==> src/rtl/pllseq_pkg.sv <==
package pllseq_pkg;
   localparam int DIV_W  = 2;
   localparam int DEN_W  = 3;
   localparam logic [DIV_W-1:0] DIV_BY_ONE = 2'd3;

   function automatic logic [DEN_W-1:0] den_of(input logic [DIV_W-1:0] sel);
      logic [DEN_W-1:0] d;
      if (sel == 2'd3)      d = 3'd1;
      else if (sel == 2'd2) d = 3'd2;
      else                  d = 3'd4;
      return d;
   endfunction
endpackage

==> src/rtl/pllseq_mult_reg.sv <==
module pllseq_mult_reg #(
   parameter int MULT_W   = 4,
   parameter int MULT_MAX = 10
) (
   input  logic              clk,
   input  logic              hard_rst,
   input  logic              soft_rst,
   input  logic              wr_req,
   input  logic [MULT_W-1:0] wr_code,
   input  logic              div_is_zero,
   input  logic              off_q,
   input  logic              lock_in,
   output logic [MULT_W-1:0] mult_q,
   output logic              lock_q,
   output logic              err_q,
   output logic              take
);
   logic gate, code_ok, bad;

   assign gate    = wr_req & div_is_zero & ~off_q;
   assign code_ok = (wr_code <= MULT_W'(MULT_MAX));
   assign take    = gate & code_ok;
   assign bad     = gate & ~code_ok;

   always_ff @(posedge clk) begin
      if (hard_rst) begin
         mult_q <= '0;
         lock_q <= 1'b0;
         err_q  <= 1'b0;
      end else begin
         if (take) mult_q <= wr_code;
         if (take)         lock_q <= 1'b0;
         else if (off_q)   lock_q <= 1'b0;
         else if (lock_in) lock_q <= 1'b1;
         if (soft_rst) err_q <= 1'b0;
         else if (bad) err_q <= 1'b1;
      end
   end

   // multiplier moves only on an accepted write
   assert_mult_hold_R4: assert property (@(posedge clk) disable iff (hard_rst)
      !take |=> $stable(mult_q));
   // accepted write drops lock status
   assert_lock_drop_R6: assert property (@(posedge clk) disable iff (hard_rst)
      take |=> !lock_q);
   // stored code never reserved
   assert_no_reserved_R5: assert property (@(posedge clk) disable iff (hard_rst)
      mult_q <= MULT_W'(MULT_MAX));
endmodule

==> src/rtl/pllseq_div_reg.sv <==
module pllseq_div_reg
   import pllseq_pkg::*;
(
   input  logic             clk,
   input  logic             hard_rst,
   input  logic             wr_req,
   input  logic [DIV_W-1:0] wr_div,
   input  logic             wr_off,
   input  logic             lock_q,
   input  logic             mult_zero,
   output logic [DIV_W-1:0] div_q,
   output logic             off_q
);
   logic safe_state, one_ok, div_ok;

   assign safe_state = lock_q | off_q;
   assign one_ok     = (wr_div != DIV_BY_ONE) | mult_zero | off_q;
   assign div_ok     = wr_req & safe_state & one_ok;

   always_ff @(posedge clk) begin
      if (hard_rst) begin
         div_q <= '0;
         off_q <= 1'b0;
      end else begin
         if (div_ok) div_q <= wr_div;
         if (wr_req) begin
            if (!wr_off)        off_q <= 1'b0;
            else if (mult_zero) off_q <= 1'b1;
         end
      end
   end

   // off only with zero multiplier
   assert_off_zero_mult_R10: assert property (@(posedge clk) disable iff (hard_rst)
      off_q |-> mult_zero);
   // divider holds without a write
   assert_div_hold_R8: assert property (@(posedge clk) disable iff (hard_rst)
      !wr_req |=> $stable(div_q));
endmodule

==> src/rtl/pllseq_ratio.sv <==
module pllseq_ratio
   import pllseq_pkg::*;
#(
   parameter int MULT_W = 4
) (
   input  logic              bypass,
   input  logic [MULT_W-1:0] mult_q,
   input  logic [DIV_W-1:0]  div_q,
   output logic [MULT_W-1:0] num,
   output logic [DEN_W-1:0]  den
);
   always_comb begin
      num = bypass ? MULT_W'(1) : mult_q;
      den = den_of(div_q);
   end

   // numerator is 1 in bypass
   always_comb assert_num_bypass_R7: assert (!bypass || num == MULT_W'(1));
endmodule

==> src/rtl/pll_clk_seq.sv <==
module pll_clk_seq
   import pllseq_pkg::*;
#(
   parameter int MULT_W   = 4,
   parameter int MULT_MAX = 10,
   parameter int DATA_W   = 4
) (
   input  logic              clk,
   input  logic              ext_rst_n,
   input  logic              wdog_rst,
   input  logic              dbg_rst,
   input  logic              mclk_rst,
   input  logic              wr_en,
   input  logic              wr_prot,
   input  logic              wr_sel,
   input  logic [DATA_W-1:0] wr_data,
   input  logic              pll_lock,
   output logic [MULT_W-1:0] mult_code,
   output logic [DIV_W-1:0]  div_sel,
   output logic              pll_bypass,
   output logic              pll_off,
   output logic [MULT_W-1:0] core_num,
   output logic [DEN_W-1:0]  core_den,
   output logic              lock_sts,
   output logic              cfg_err
);
   generate
      if (MULT_MAX >= (1 << MULT_W)) begin : g_bad_max
         $error("MULT_MAX does not fit MULT_W");
      end
      if (DATA_W != MULT_W || DATA_W < DIV_W + 1) begin : g_bad_data
         $error("DATA_W must equal MULT_W and hold divider fields");
      end
   endgenerate

   logic hard_rst, soft_rst, wr_ok, mult_take;
   logic [MULT_W-1:0] mult_q;
   logic [DIV_W-1:0]  div_q;
   logic lock_q, off_q, err_q, byp;

   assign hard_rst = ~ext_rst_n | wdog_rst;
   assign soft_rst = dbg_rst | mclk_rst;
   assign wr_ok    = wr_en & wr_prot;

   pllseq_mult_reg #(.MULT_W(MULT_W), .MULT_MAX(MULT_MAX)) u_mult (
      .clk(clk), .hard_rst(hard_rst), .soft_rst(soft_rst),
      .wr_req(wr_ok & ~wr_sel), .wr_code(wr_data[MULT_W-1:0]),
      .div_is_zero(div_q == '0), .off_q(off_q), .lock_in(pll_lock),
      .mult_q(mult_q), .lock_q(lock_q), .err_q(err_q), .take(mult_take)
   );

   pllseq_div_reg u_div (
      .clk(clk), .hard_rst(hard_rst), .wr_req(wr_ok & wr_sel),
      .wr_div(wr_data[DIV_W-1:0]), .wr_off(wr_data[DIV_W]),
      .lock_q(lock_q), .mult_zero(mult_q == '0),
      .div_q(div_q), .off_q(off_q)
   );

   assign byp = (mult_q == '0) | ~lock_q | off_q;

   pllseq_ratio #(.MULT_W(MULT_W)) u_ratio (
      .bypass(byp), .mult_q(mult_q), .div_q(div_q),
      .num(core_num), .den(core_den)
   );

   assign mult_code  = mult_q;
   assign div_sel    = div_q;
   assign pll_bypass = byp;
   assign pll_off    = off_q;
   assign lock_sts   = lock_q;
   assign cfg_err    = err_q;

   // divide by one never with the PLL clock in use
   assert_div1_bypass_R9: assert property (@(posedge clk) disable iff (hard_rst)
      (div_q == DIV_BY_ONE) |-> byp);
   // unprotected write changes nothing
   assert_prot_R3: assert property (@(posedge clk) disable iff (hard_rst || soft_rst)
      (wr_en && !wr_prot && !mult_take) |=> ($stable(div_q) && $stable(off_q) && $stable(mult_q)));
   // soft reset clears error
   assert_soft_err_R2: assert property (@(posedge clk) disable iff (hard_rst)
      soft_rst |=> !err_q);
endmodule

==> config.mk <==
export PLATFORM = sky130hd
export DESIGN_NAME = pll_clk_seq
export DESIGN_NICKNAME = d
export VERILOG_FILES = /design/src/rtl/pllseq_pkg.sv /design/src/rtl/pllseq_mult_reg.sv /design/src/rtl/pllseq_div_reg.sv /design/src/rtl/pllseq_ratio.sv /design/src/rtl/pll_clk_seq.sv
export SDC_FILE = /design/constraint.sdc
export NUM_CORES = 1
export LEC_CHECK = 0
export BUFFER_PORTS_ARGS = -buffer_cell sky130_fd_sc_hd__buf_2
export CAP_MARGIN = 0
export CORE_MARGIN = 2
export CORE_UTILIZATION = 30
export CTS_CLUSTER_DIAMETER = 150
export DETAILED_ROUTE_END_ITERATION = 16
export PLACE_DENSITY = 0.69
export SETUP_SLACK_MARGIN = 0.02
export SLEW_MARGIN = 20
export SYNTH_ARGS = -nofsm -noshare
export SYNTH_HDL_FRONTEND = slang
export SYNTH_SLANG_ARGS = --single-unit
==> constraint.sdc <==
create_clock -name clk -period 1.8 [get_ports clk]
set_clock_uncertainty 0.2 [all_clocks]
set_input_delay 0.09 -clock clk [delete_from_list [all_inputs] [get_ports clk]]
set_output_delay 0.09 -clock clk [all_outputs]
set_load 0.05 [all_outputs]
---- Yosys cells after proc, flatten, opt, wreduce, memory -nomap -nowiden ----
Cells that the tools add are included.
storage, ports and cells
  register bits ........................... 9
  input bits .............................. 13
  output and inout bits ................... 17
operators by class
  magnitude comparators ................... 1
  equal/unequal tests ..................... 4
  multiplexer cells ....................... 5
  bitwise logic cells ..................... 21
  reductions and logical operators ........ 5
operators with widths
  operator            number
  $and 1x1->1         9
  $or 1x1->1          7
  $mux 3              2
  $not 1->1           5
  $eq 2x2->1 const B  2
  $le 4x4->1 const B  1
  $logic_not 4->1     1
  $mux 4              1
  $reduce_or 3->1     1
  $logic_not 2->1     1
  $mux 1              2
  $ne 2x1->1 const B  1
  $ne 2x2->1 const B  1
  $reduce_and 2->1    1
  $reduce_or 2->1     1

---- Depth between registers and ports, before layout ----
  word-level depth ........................ 6
  gate-level depth with buffers ........... 4
  depth with buffers taken out ............ 3

---- Hierarchy ----
From an unflattened synthesis, not the netlist that was laid out.
unflattened totals
  cell total of the unflattened synthesis .. 58
  area total of the unflattened synthesis .. 515.5 um^2
modules (own cells, without submodules)
  module           times used  cells each  area an instance (um^2)  seq. area each (um^2)
  pllseq_mult_reg  1           31          291.5                    120.1
  pllseq_div_reg   1           12          123.9                    60.1
  pll_clk_seq      1           8           51.3                     0.0
  pllseq_ratio     1           7           48.8                     0.0

---- Least setup slack after synthesis ----
Ideal clock, no wire load.
  path type ............................... register to output
  start ................................... register u_div.div_q[1]
  end ..................................... output port core_den[0]
  arrival time ............................ 1860 ps
  data required time ...................... 1510 ps
  path slack .............................. -350 ps
  cell stages (with the launch flop) ...... 3
  path buffers ............................ 0
  cells stage by stage .................... dfxtp_1 > inv_1 > nor2_1
between the ends
  cells in the longest elaborated chain, start to end .. 2
RTL lines
  item                      line                  source
  start: declaration        pllseq_div_reg.sv:11  output logic [DIV_W-1:0] div_q,
  start signal: assignment  pllseq_div_reg.sv:25  if (div_ok) div_q <= wr_div;
  $eq 2x2->1                pllseq_pkg.sv:8       if (sel == 2'd3) d = 3'd1;
  $mux 3                    pllseq_pkg.sv:8
  end: declaration          pll_clk_seq.sv:23     output logic [DEN_W-1:0] core_den,
No other way between the ends.

---- Final worst setup path ----
  start ................................... register u_mult.mult_q[1]
  end ..................................... output port core_num[0]
between the ends
  cells in the longest elaborated chain, start to end .. 4
RTL lines
  item                      line                   source
  start: declaration        pllseq_mult_reg.sv:13  output logic [MULT_W-1:0] mult_q,
  start signal: assignment  pllseq_mult_reg.sv:31  if (take) mult_q <= wr_code;
  $logic_not 4->1           pll_clk_seq.sv:59      assign byp = (mult_q == '0) | ~lock_q | off_q;
  $or 1x1->1 (2 in a row)   pll_clk_seq.sv:59
  $mux 4                    pllseq_ratio.sv:13     num = bypass ? MULT_W'(1) : mult_q;
  end: declaration          pll_clk_seq.sv:22      output logic [MULT_W-1:0] core_num,
No other way between the ends.

==> out/results.tsv <==
stage	metric	value	unit
worst_setup_path	endpoint_kind	output pin	
worst_setup_path	regToRegEndpoint	u_mult.mult_q[0]	
die	die_h	44.3	µm
power_and_ir_drop	comb_power_share	0.190	
worst_setup_path	start_kind	flop	
synthesis	synth_cell_types	25	
routing	per_cell_via_count_in_the_routed_design	5.43	
synthesis	yosys-mux-area-fraction	0.0411	
routing	routed_wirelength	1450	µm
power_and_ir_drop	switching_power	124	µW
worst_setup_path	r2r_setup_slack	0.31	ns
die	initial_utilization	0.323	
routing	detailedRoute.firstPassIterationCount	4	
clock_tree	insertion_delay	0.26	ns
timing	hold_viol_final	0	
worst_setup_path	arrival	1.40	ns
placed_design	io_buffer_count	29	
layout	ff_latch_area	181	µm²
power_and_ir_drop	seq_power_share	0.461	
power_and_ir_drop	powerDensity	561	mW/mm²
timing	hold_ws	0.00874	ns
global_routing	grt_pass1_vias	569	
power_and_ir_drop	irDropWorstVdd	0.433	mV
timing	period_minus_slack	1.69	ns
clock_tree	cts_sinks	9	
min_path	hold_path_startpoint	wr_sel	
synthesis	synth-warning-count	0	
worst_setup_path	worst_r2r_startpoint	u_div.off_q	
power_and_ir_drop	cellLeakagePower	0.359	nW
global_routing	gr-usage-all-layers	0.161	
clock_tree	clk_pin_slew	0.06	ns
die	design.portCount	30	
global_routing	globalRoute.totalOverflow	0	
worst_setup_path	worst-r2r-cell-count	3	
synthesis	syn_area_per_cell	8.69	µm²
timing	relative_slew_slack	0.751	
layout	post_route_cells_drive_above_1_share	0.433	
min_path	timing.hold.worst_path_depth	3	
global_routing	grt_first_pass_wirelength	2340	µm
synthesis	syn_nets	69	
clock_tree	tritoncts_clock_tree	done	
layout	fillers	145	
status	run_status	complete, no violations	
timing	report.final.setup_viol	0	
placed_design	place_congestion	0.778	
routing	routedWlPerCell	12.8	µm
synthesis	yosys_register_bits	9	
timing	maximum_clock_frequency	591	MHz
worst_setup_path	crit_required	1.51	ns
timing	min_period_over_period	0.940	
synthesis	synthCells	56	
routing	drt_drc_violations_left	0	
synthesis	post_synth_fa_ha_maj_area_fraction	0	
min_path	hold_class	input port to flop	
layout	diodes	0	
worst_setup_path	crit_path_max_fanout	4	
synthesis	synthesis.area	487	µm²
power_and_ir_drop	swShare	0.276	
clock_tree	cts-htree-levels	1	
routing	drtIter0Drc	17	
clock_tree	ctsRootBufferMaster	sky130_fd_sc_hd__clkbuf_4	
synthesis	synthXorXnorAreaFrac	0	
layout	nNetsFinal	111	
die	die-area	0.00196	mm²
die	std_cell_rows	14	
synthesis	synth-simple-area-share	0.311	
power_and_ir_drop	clockPowerShare	0.349	
placed_design	dp.final_hpwl	1060	µm
power_and_ir_drop	p_int	326	µW
timing	rsz0062_at_grt	no	
min_path	timing.hold.worst_endpoint	u_div.off_q	
routing	route.antenna.remaining_nets	0	
global_routing	grt_start_max_net_pins	9	
die	fp.coreArea	0.00151	mm²
timing	totalNegativeSetupSlack	0	ns
timing	slew_of_the_pin_with_the_lowest_slew_margin	0.373	ns
layout	syn_to_final_growth	64.8	%
layout	multiInputGateArea	322	µm²
global_routing	antenna_found_initial	0	
timing	final_max_slew_viol_count	0	
layout	commonest_non_fill_non_tap_cell_in_the_layout	sky130_fd_sc_hd__buf_2	
synthesis	synth_top_family_by_area	simple AND/OR/NAND/NOR gates	
run	max_cap_violations	0	
synthesis	synth_compound_gate_area_share	0.247	
routing	dr_total_vias	614	
worst_setup_path	criticalPathCategory	flop to output pin	
clock_tree	tritoncts.num_buffers	3	
synthesis	yosysSeqAreaShare	0.370	
clock_tree	cts_max_path_buffers	2	
die	floorplan.die.width	44.3	µm
layout	most_frequent_cells_in_the_layout	sky130_fd_sc_hd__buf_2, sky130_fd_sc_hd__dlygate4sd3_1, sky130_fd_sc_hd__dfxtp_1	
clock_tree	cts_setup_buffers	0	
==> through the flow <==
stage	total power [mW]	std cells	utilization	instance area (µm²)	setup slack [ns]
after floorplan	0.250	56	-	507	0.0974
after global placement	0.280	101	0.449	676	0.293
after detailed placement	0.281	101	0.449	676	0.256
after CTS	0.450	113	0.523	788	0.0493
after global routing	0.470	113	0.532	802	0.0184
final	0.450	113	0.532	802	0.107
==> cells by family (layout without fill, tap and decap cells) <==
| family | after synthesis | count (layout) |
|---|---|---|
| and+or+nand+nor | 26 | 26 |
| AOI/OAI and AO/OA | 15 | 15 |
| DFF | 9 | 9 |
| buffers and inverters | 4 | 45 |
| muxes | 2 | 2 |
==> final cells by class <==
cell class                      instances  area share
Clock buffer                            4      0.0328
Inverter                                3      0.0187
Tap cell                               16      0.0250
Multi-Input combinational cell         43       0.401
Timing Repair Buffer                   38       0.296
Sequential cell                         9       0.226
==> worst max path at each step <==
stage | to | startpoint | slack [ns] | cells past startpoint
floorplan | core_num[0] | u_mult.mult_q[1] | 0.1 | 3
global placement | core_num[0] | u_mult.mult_q[1] | 0.29 | 4
detailed placement | core_num[0] | u_mult.mult_q[1] | 0.26 | 4
CTS | core_num[0] | u_mult.mult_q[1] | 0.05 | 4
global route | core_num[0] | u_mult.mult_q[1] | 0.02 | 4
finish | core_num[0] | u_mult.mult_q[1] | 0.11 | 4
==> power by group through the flow <==
stage / registers [mW] / logic [mW] / clock network (mW)
after floorplan: 0.221 / 0.0291 / 0
after global placement: 0.211 / 0.0690 / 0
after detailed placement: 0.211 / 0.0700 / 0
after CTS: 0.207 / 0.0840 / 0.159
after global routing: 0.208 / 0.0928 / 0.169
final: 0.207 / 0.0857 / 0.157
==> flip-flops by register name (all words and copies together), names as in the netlist <==
name           cells
u_mult.mult_q      4
u_div.off_q        1
u_mult.lock_q      1
u_mult.err_q       1
u_div.div_q        2
==> what timing repair did <==
item                       CTS  global route
hold endpoints to repair     9             0
pin swaps                    0             0
setup endpoints to repair    2             2
hold buffers                 8             0
gates resized for setup      1             3
gates cloned                 0             0
==> critical path, stage by stage, from the launching register on <==
cell and delay (ns):
sky130_fd_sc_hd__dfxtp_1 0.36, sky130_fd_sc_hd__nor4_4 0.31, sky130_fd_sc_hd__nor2_1 0.14, sky130_fd_sc_hd__nand3b_1 0.11, sky130_fd_sc_hd__clkbuf_4 0.23
==> synth_stat cells <==
master | instances | share of area
sky130_fd_sc_hd__nand3_1 | 2 | 0.021
sky130_fd_sc_hd__nand2_1 | 7 | 0.054
sky130_fd_sc_hd__o2111a_1 | 1 | 0.023
sky130_fd_sc_hd__a21oi_1 | 1 | 0.010
sky130_fd_sc_hd__nor2_1 | 6 | 0.046
sky130_fd_sc_hd__o21ai_0 | 4 | 0.041
sky130_fd_sc_hd__a31oi_1 | 1 | 0.013
sky130_fd_sc_hd__dfxtp_1 | 9 | 0.37
sky130_fd_sc_hd__nor4b_2 | 1 | 0.031
sky130_fd_sc_hd__o22ai_1 | 1 | 0.013
sky130_fd_sc_hd__nor4_4 | 1 | 0.044
sky130_fd_sc_hd__mux2i_1 | 2 | 0.041
sky130_fd_sc_hd__clkbuf_1 | 1 | 0.0077
sky130_fd_sc_hd__a311oi_1 | 2 | 0.036
sky130_fd_sc_hd__inv_1 | 3 | 0.023
sky130_fd_sc_hd__o211a_4 | 1 | 0.036
sky130_fd_sc_hd__and2_1 | 4 | 0.051
sky130_fd_sc_hd__nor4_1 | 1 | 0.013
sky130_fd_sc_hd__a21o_1 | 1 | 0.015
sky130_fd_sc_hd__o221a_2 | 1 | 0.023
sky130_fd_sc_hd__o2111ai_1 | 1 | 0.018
sky130_fd_sc_hd__nor2b_1 | 2 | 0.026
sky130_fd_sc_hd__nor3_1 | 1 | 0.010
sky130_fd_sc_hd__nand3b_1 | 1 | 0.015
sky130_fd_sc_hd__a41oi_1 | 1 | 0.018
==> layer usage <==
layer / GRT usage / routed length [µm] / up-vias
li1: - / - / 292
met1: 0.183 / 618 / 285
met2: 0.288 / 716 / 35
met3: 0.0245 / 94 / 2
met4: 0.0848 / 20 / 0
met5: 0 / 0 / -
No activity file was read; power rests on OpenSTA's default activity.
